<file path="config.mk">
export PLATFORM = sky130hd
export DESIGN_NAME = mw_eeprom
export DESIGN_NICKNAME = d
export VERILOG_FILES = /design/src/rtl/mw_eeprom_pkg.sv /design/src/rtl/mw_eeprom_ctrl.sv /design/src/rtl/mw_eeprom_dp.sv /design/src/rtl/mw_eeprom.sv
export SDC_FILE = /design/constraint.sdc
export NUM_CORES = 2
export LEC_CHECK = 0
export BUFFER_PORTS_ARGS = -buffer_cell sky130_fd_sc_hd__buf_2
export CORE_UTILIZATION = 52
export CTS_BUF_LIST = sky130_fd_sc_hd__clkbuf_4 sky130_fd_sc_hd__clkbuf_8
export DETAILED_ROUTE_END_ITERATION = 10
export PLACE_DENSITY = 0.67
export SKIP_LAST_GASP = 1
export SLEW_MARGIN = 20
export SYNTH_ARGS = -nofsm -noshare
export SYNTH_HDL_FRONTEND = slang
export SYNTH_HIERARCHICAL = 1
export SYNTH_SLANG_ARGS = --single-unit
export TNS_END_PERCENT = 1
</file>
<file path="constraint.sdc">
create_clock -name clk -period 4.8 [get_ports clk]
set_clock_uncertainty 0.15 [all_clocks]
set_input_delay 0.48 -clock clk [delete_from_list [all_inputs] [get_ports clk]]
set_output_delay 0.48 -clock clk [all_outputs]
set_load 0.05 [all_outputs]
</file>
<file path="src/rtl/mw_eeprom_pkg.sv">
package mw_eeprom_pkg;

  localparam logic [1:0] OP_EXT   = 2'b00;
  localparam logic [1:0] OP_WRITE = 2'b01;
  localparam logic [1:0] OP_READ  = 2'b10;
  localparam logic [1:0] OP_ERASE = 2'b11;

  localparam logic [1:0] SUB_DISABLE  = 2'b00;
  localparam logic [1:0] SUB_WRALL    = 2'b01;
  localparam logic [1:0] SUB_ERALL    = 2'b10;
  localparam logic [1:0] SUB_ENABLE   = 2'b11;

  typedef enum logic [2:0] {
    ST_IDLE, ST_OPC, ST_ADDR, ST_RDATA, ST_WDATA, ST_DONE
  } mwState_t;

  typedef struct packed {
    logic shiftOp;
    logic shiftAddr;
    logic lastAddr;
    logic shiftOut;
    logic shiftData;
    logic lastData;
    logic idleOut;
  } mwStrb_t;

endpackage

</file>
<file path="src/rtl/mw_eeprom_ctrl.sv">
module mw_eeprom_ctrl
  import mw_eeprom_pkg::*;
#(
  parameter int ADDR_W = 6,
  parameter int DATA_W = 16
) (
  input  logic       clk,
  input  logic       rstN,
  input  logic       csIn,
  input  logic       skIn,
  input  logic       diIn,
  input  logic [1:0] opCode,
  input  logic [1:0] addrHi,
  output mwStrb_t    strb
);

  localparam int CNT_W = $clog2(DATA_W > ADDR_W ? DATA_W : ADDR_W) + 1;
  localparam logic [CNT_W-1:0] ADDR_LAST = CNT_W'(ADDR_W - 1);
  localparam logic [CNT_W-1:0] DATA_LAST = CNT_W'(DATA_W - 1);

  mwState_t state, stateNxt;
  logic [CNT_W-1:0] cnt, cntNxt;
  logic skPrev;
  logic skRise;

  assign skRise = skIn & ~skPrev;

  always_ff @(posedge clk or negedge rstN) begin
    if (!rstN) begin
      state  <= ST_IDLE;
      cnt    <= '0;
      skPrev <= 1'b0;
    end else begin
      state  <= stateNxt;
      cnt    <= cntNxt;
      skPrev <= skIn;
    end
  end

  always_comb begin
    stateNxt = state;
    cntNxt   = cnt;
    strb     = '0;
    if (!csIn) begin
      stateNxt     = ST_IDLE;
      cntNxt       = '0;
      strb.idleOut = 1'b1;
    end else if (skRise) begin
      unique case (state)
        ST_IDLE: begin
          if (diIn) begin
            stateNxt = ST_OPC;
            cntNxt   = '0;
          end
        end
        ST_OPC: begin
          strb.shiftOp = 1'b1;
          if (cnt == CNT_W'(1)) begin
            stateNxt = ST_ADDR;
            cntNxt   = '0;
          end else begin
            cntNxt = cnt + 1'b1;
          end
        end
        ST_ADDR: begin
          strb.shiftAddr = 1'b1;
          if (cnt == ADDR_LAST) begin
            strb.lastAddr = 1'b1;
            cntNxt        = '0;
            unique case (opCode)
              OP_READ:  stateNxt = ST_RDATA;
              OP_WRITE: stateNxt = ST_WDATA;
              OP_EXT:   stateNxt = (addrHi == SUB_WRALL) ? ST_WDATA : ST_DONE;
              default:  stateNxt = ST_DONE;
            endcase
          end else begin
            cntNxt = cnt + 1'b1;
          end
        end
        ST_RDATA: begin
          strb.shiftOut = 1'b1;
          if (cnt == DATA_LAST) stateNxt = ST_DONE;
          else cntNxt = cnt + 1'b1;
        end
        ST_WDATA: begin
          strb.shiftData = 1'b1;
          strb.idleOut   = 1'b1;
          if (cnt == DATA_LAST) begin
            strb.lastData = 1'b1;
            stateNxt      = ST_DONE;
          end else begin
            cntNxt = cnt + 1'b1;
          end
        end
        default: begin
          strb.idleOut = 1'b1;
        end
      endcase
    end
  end

endmodule

</file>
<file path="src/rtl/mw_eeprom_dp.sv">
module mw_eeprom_dp
  import mw_eeprom_pkg::*;
#(
  parameter int ADDR_W = 6,
  parameter int DATA_W = 16
) (
  input  logic       clk,
  input  logic       rstN,
  input  logic       diIn,
  input  mwStrb_t    strb,
  output logic [1:0] opCode,
  output logic [1:0] addrHi,
  output logic       wrEnable,
  output logic       doOut
);

  localparam int WORDS = 1 << ADDR_W;
  localparam logic [DATA_W-1:0] ERASED = '1;

  logic [1:0]        opReg;
  logic [ADDR_W-1:0] addrReg;
  logic [ADDR_W-1:0] addrNext;
  logic [DATA_W-1:0] dataReg;
  logic [DATA_W-1:0] outReg;
  logic [DATA_W-1:0] wordNext;
  logic [DATA_W-1:0] memArr [WORDS];

  assign addrNext = {addrReg[ADDR_W-2:0], diIn};
  assign wordNext = {dataReg[DATA_W-2:0], diIn};
  assign opCode   = opReg;
  assign addrHi   = addrReg[ADDR_W-2 -: 2];

  always_ff @(posedge clk or negedge rstN) begin
    if (!rstN) begin
      opReg    <= '0;
      addrReg  <= '0;
      dataReg  <= '0;
      outReg   <= '0;
      doOut    <= 1'b1;
      wrEnable <= 1'b0;
      for (int i = 0; i < WORDS; i++) memArr[i] <= ERASED;
    end else begin
      if (strb.shiftOp)   opReg   <= {opReg[0], diIn};
      if (strb.shiftAddr) addrReg <= addrNext;
      if (strb.shiftData) dataReg <= wordNext;
      if (strb.idleOut)   doOut   <= 1'b1;
      if (strb.shiftOut) begin
        doOut  <= outReg[DATA_W-1];
        outReg <= {outReg[DATA_W-2:0], 1'b0};
      end
      if (strb.lastAddr) begin
        doOut <= 1'b0;
        unique case (opReg)
          OP_READ:  outReg <= memArr[addrNext];
          OP_ERASE: if (wrEnable) memArr[addrNext] <= ERASED;
          OP_EXT: begin
            unique case (addrNext[ADDR_W-1 -: 2])
              SUB_ENABLE:  wrEnable <= 1'b1;
              SUB_DISABLE: wrEnable <= 1'b0;
              SUB_ERALL: begin
                if (wrEnable)
                  for (int i = 0; i < WORDS; i++) memArr[i] <= ERASED;
              end
              default: ;
            endcase
          end
          default: ;
        endcase
      end
      if (strb.lastData && wrEnable) begin
        if (opReg == OP_WRITE) begin
          memArr[addrReg] <= wordNext;
        end else begin
          for (int i = 0; i < WORDS; i++) memArr[i] <= wordNext;
        end
      end
    end
  end

endmodule

</file>
<file path="src/rtl/mw_eeprom.sv">
module mw_eeprom
  import mw_eeprom_pkg::*;
#(
  parameter int ADDR_W = 6,
  parameter int DATA_W = 16
) (
  input  logic clk,
  input  logic rstN,
  input  logic csIn,
  input  logic skIn,
  input  logic diIn,
  output logic doOut
);

  mwStrb_t    ctrlStrb;
  logic [1:0] opCode;
  logic [1:0] addrHi;
  logic       wrEnable;

  mw_eeprom_ctrl #(.ADDR_W(ADDR_W), .DATA_W(DATA_W)) u_ctrl (
    .clk    (clk),
    .rstN   (rstN),
    .csIn   (csIn),
    .skIn   (skIn),
    .diIn   (diIn),
    .opCode (opCode),
    .addrHi (addrHi),
    .strb   (ctrlStrb)
  );

  mw_eeprom_dp #(.ADDR_W(ADDR_W), .DATA_W(DATA_W)) u_dp (
    .clk      (clk),
    .rstN     (rstN),
    .diIn     (diIn),
    .strb     (ctrlStrb),
    .opCode   (opCode),
    .addrHi   (addrHi),
    .wrEnable (wrEnable),
    .doOut    (doOut)
  );

endmodule

</file>
==> impl.org <==
** Flow run
- Maxcap violations :: 0

** Timing
- In this run the tightest slew margin relative to its limit is 0.209.
- The worst path needs 4.15 ns of the cycle, external delays included.
- Final hold vios :: 0
- Number of max-slew violations in the final report :: 0
- Smallest setup slack after layout :: 0.651 ns
- RSZ-0062 raised after global routing :: no
- Setup violations remaining at the end of the flow were counted as 0.
- Based on the critical path, the design can be clocked at up to 241 MHz.
- At the pin with the least slew margin, the transition time is 1.19 ns.
- After routing, the total negative slack on setup checks comes to 0 ns.
- Period utilization :: 0.864

** Drt
- Number of routed nets with antenna violations :: 0
- In the final routed layout, each cell accounts on average for 27.8 microns.
- DRC viols :: 0
- Initial detailed-routing violation count :: 6,842
- DR vias :: 48.1k
- Wires add up to 202,000 microns.
- Drt via density :: 6.62
- The pre-antenna-repair detailed-routing pass consisted of 7 iterations.

** Logic synthesis
- Synthesis instantiated 87 different standard cells from the library.
- Leading cell types by total area after synthesis :: dfstp_2, o21ai_0, nand2_1
- dfstp_2 takes more of the synthesized area than any other cell.
- Yosys mapped a number of flops with a built-in enable equal to 0.
- The most common cell in the synthesized netlist is o21ai_0.
- The share of synthesized area in the top cell type comes to 0.488.
- Count of synthesis-stage warnings from yosys :: 6
- The synthesized design contains 1,074 register bits.
- Cell types with the highest counts after synthesis :: o21ai_0, dfstp_2, nand2_1
- Syn nets :: 5,942
- In the synthesized netlist the async set-or-reset flop fraction comes to 1.00.
- Primary FF master, synth :: dfstp_2
- Mean Syn Cell Area :: 9.31 sq um
- After synthesis the cells add up to 55,200 sq um.
- For this run, the register share of the synthesized area comes to 0.510.
- In the synthesized netlist, the number of instances is 5,926.

** Power and ir drop
- For this design the static power due to leakage is 21.5 nW.
- Areal power density over the cells :: 380 nW/um^2
- VDD sags by at most 0.283 mV.

** Global routing
- GR met1 Demand/Resource :: 0.514
- Routing layer with the top usage in global route :: met2
- Met2 track utilization from global routing :: 0.542
- Residual overflow from global routing :: 0
- First-pass GRT wire length :: 304,000 microns
- Number of global-route vias before repair :: 46.8k
- In the global route stage, overall resource usage came out at 0.374.
- Met3 Track Usage GR :: 0.0955
- Largest net degree at the start of global routing :: 275
- The initial antenna violation count was 8.

** Placement
- Including well taps, the total number of placed cells is 6,924.
- During placement, the flow inserted port buffers numbering 5.
- At the end of routability-driven placement, the weighted congestion stood at 0.992.
- Final HPWL from detailed placement :: 120,000 microns
- DP Worst Slack :: 0.912 ns

** Min path
- Min-Delay Path Depth :: 2
- Worst hold path class :: in -> reg

** Setup path
- Largest driver fanout on the critical path :: 12
- Type of destination of the critical path :: flop
- For the worst setup path, the data required time is 5.39 ns.
- Arrival time worst endpoint :: 4.74 ns
- Critical path start-end classification :: reg -> reg
- Startpoint Class :: flop
- Flop2flop setup slack :: 0.65 ns
- Cells on worst reg2reg path :: 10

** Floorplanning
- Boundary pin count :: 6
- Chip Height :: 328 microns
- For this configuration, the core starts out at a cell density of 0.524.
- DIE AREA :: 107,000 sq um
- Floorplan Core Area :: 105,000 sq um
- The floorplan has 119 rows.
- Die Width :: 328 microns

** Clock tree
- CTS sink count :: 1,074
- CTS Hold Bufs :: 4
- TritonCTS built the clock tree.
- Post-CTS timing repair inserted 0 buffers for setup.
- Resized Gates After CTS :: 0
- Number of buffers created by CTS :: 185
- Clock transition at the registers of the reported paths :: 0.07 ns
- Clock latency on the worst-skew pair :: 0.90 ns
- Buffer depth of the longest clock path :: 3
- CTS built an H-tree with a depth of 4.
- In this run the clock root is driven by a clkbuf_8.

** Finish
- Leaving out filler cells and counting taps, the final layout contains 7,268.
- Fraction of layout cells with a size suffix above 1 :: 0.335
- The net count of the finished layout is 5,741.
- Filler cells :: 8,953
- Syn-to-layout area delta :: 9.93%

** Status
- The run finished with clean final reports.
## area by class of cell
class                           count  area (sq um)  area share
Sequential cell                  1074         28200       0.465
Multi-Input combinational cell   4190         24400       0.402
Clock buffer                      310          3850      0.0635
Timing Repair Buffer              263          2250      0.0371
Tap cell                         1391          1740      0.0287
Clock inverter                     23           200     0.00330
Inverter                           11          42.5    0.000701
Antenna cell                        6          15.0    0.000247
## state kept, by name (all words and copies together) (netlist names)
signal         cells
u_ctrl/cnt         5
u_ctrl/skPrev      1
u_ctrl/state       3
u_dp/addrReg       6
u_dp/dataReg      15
u_dp/doOut         1
u_dp/memArr     1024
u_dp/opCode        2
u_dp/outReg       16
u_dp/wrEnable      1
## path summary, 6_finish.rpt
path / startpoint / endpoint
min in group asynchronous: rstN / u_dp/memArr[697]$_DFF_PN1_
max: u_ctrl/state[1]$_DFFE_PN0P_ / u_dp/outReg[0]$_DFF_PN0_
max reg2reg: u_ctrl/state[1]$_DFFE_PN0P_ / u_dp/outReg[0]$_DFF_PN0_
min reg2reg: u_dp/memArr[10]$_DFF_PN1_ / u_dp/memArr[10]$_DFF_PN1_
min: skIn / u_ctrl/skPrev$_DFF_PN0_
max in group asynchronous: rstN / u_dp/memArr[137]$_DFF_PN1_
## where the power goes
group	internal [W]	switching (W)	leakage, nW
logic	0.00107	0.00351	8.09
registers	0.00914	0.000288	11.2
clock network	0.00510	0.00396	2.17
## kinds of logic after synthesis
family	synth area share
AO/OA/AOI/OAI	0.259
flip-flops	0.510
adder cells (fa/ha/maj)	0.00249
AND/OR/NAND/NOR	0.0945
multiplexers	0.0814
buffers and inverters	0.0528
## metrics by stage
stage | hold WS, ns | total power [W] | util | cell area (sq um)
finish | 0.0981 | 0.0231 | 0.576 | 60700
global route | 0.110 | 0.0235 | 0.576 | 60700
CTS | 0.0509 | 0.0229 | 0.576 | 60600
detailed placement | 0.362 | 0.0138 | 0.537 | 56500
global placement | 0.359 | 0.0138 | 0.537 | 56500
floorplan | 0.0344 | 0.0117 | - | 55200
## critical path, stage by stage, from the launching register on
cell and delay (ns):
dfrtp_1 0.50, or3b_1 0.44, nor2_1 0.23, buf_4 0.22
and3_1 0.30, nand2_1 0.34, buf_4 0.32, nor2_1 0.37
nand2_1 0.41, a211oi_1 0.62, nor4_1 0.09
## cell usage in the layout, fill, tap and decap left out, types with 49 or more instances in the layout
master	instances
a21oi_1	623
clkbuf_8	244
a21oi_2	49
nor2_1	128
o21ai_0	1564
dfstp_2	1025
mux2_2	87
o21ai_1	76
a221oi_1	68
mux2i_1	105
clkbuf_4	66
a22oi_1	57
mux4_2	108
buf_4	233
nand2_1	942
## routing by layer
metal  wire, microns  vias to the layer above  share of wire
li1                -                    20700              -
met1           79900                    23900           0.40
met2           87500                     2935           0.43
met3           22800                      655           0.11
met4           12000                        6          0.059
met5              34                        -        0.00017
Note: power is estimated with default switching activity, not from simulation.
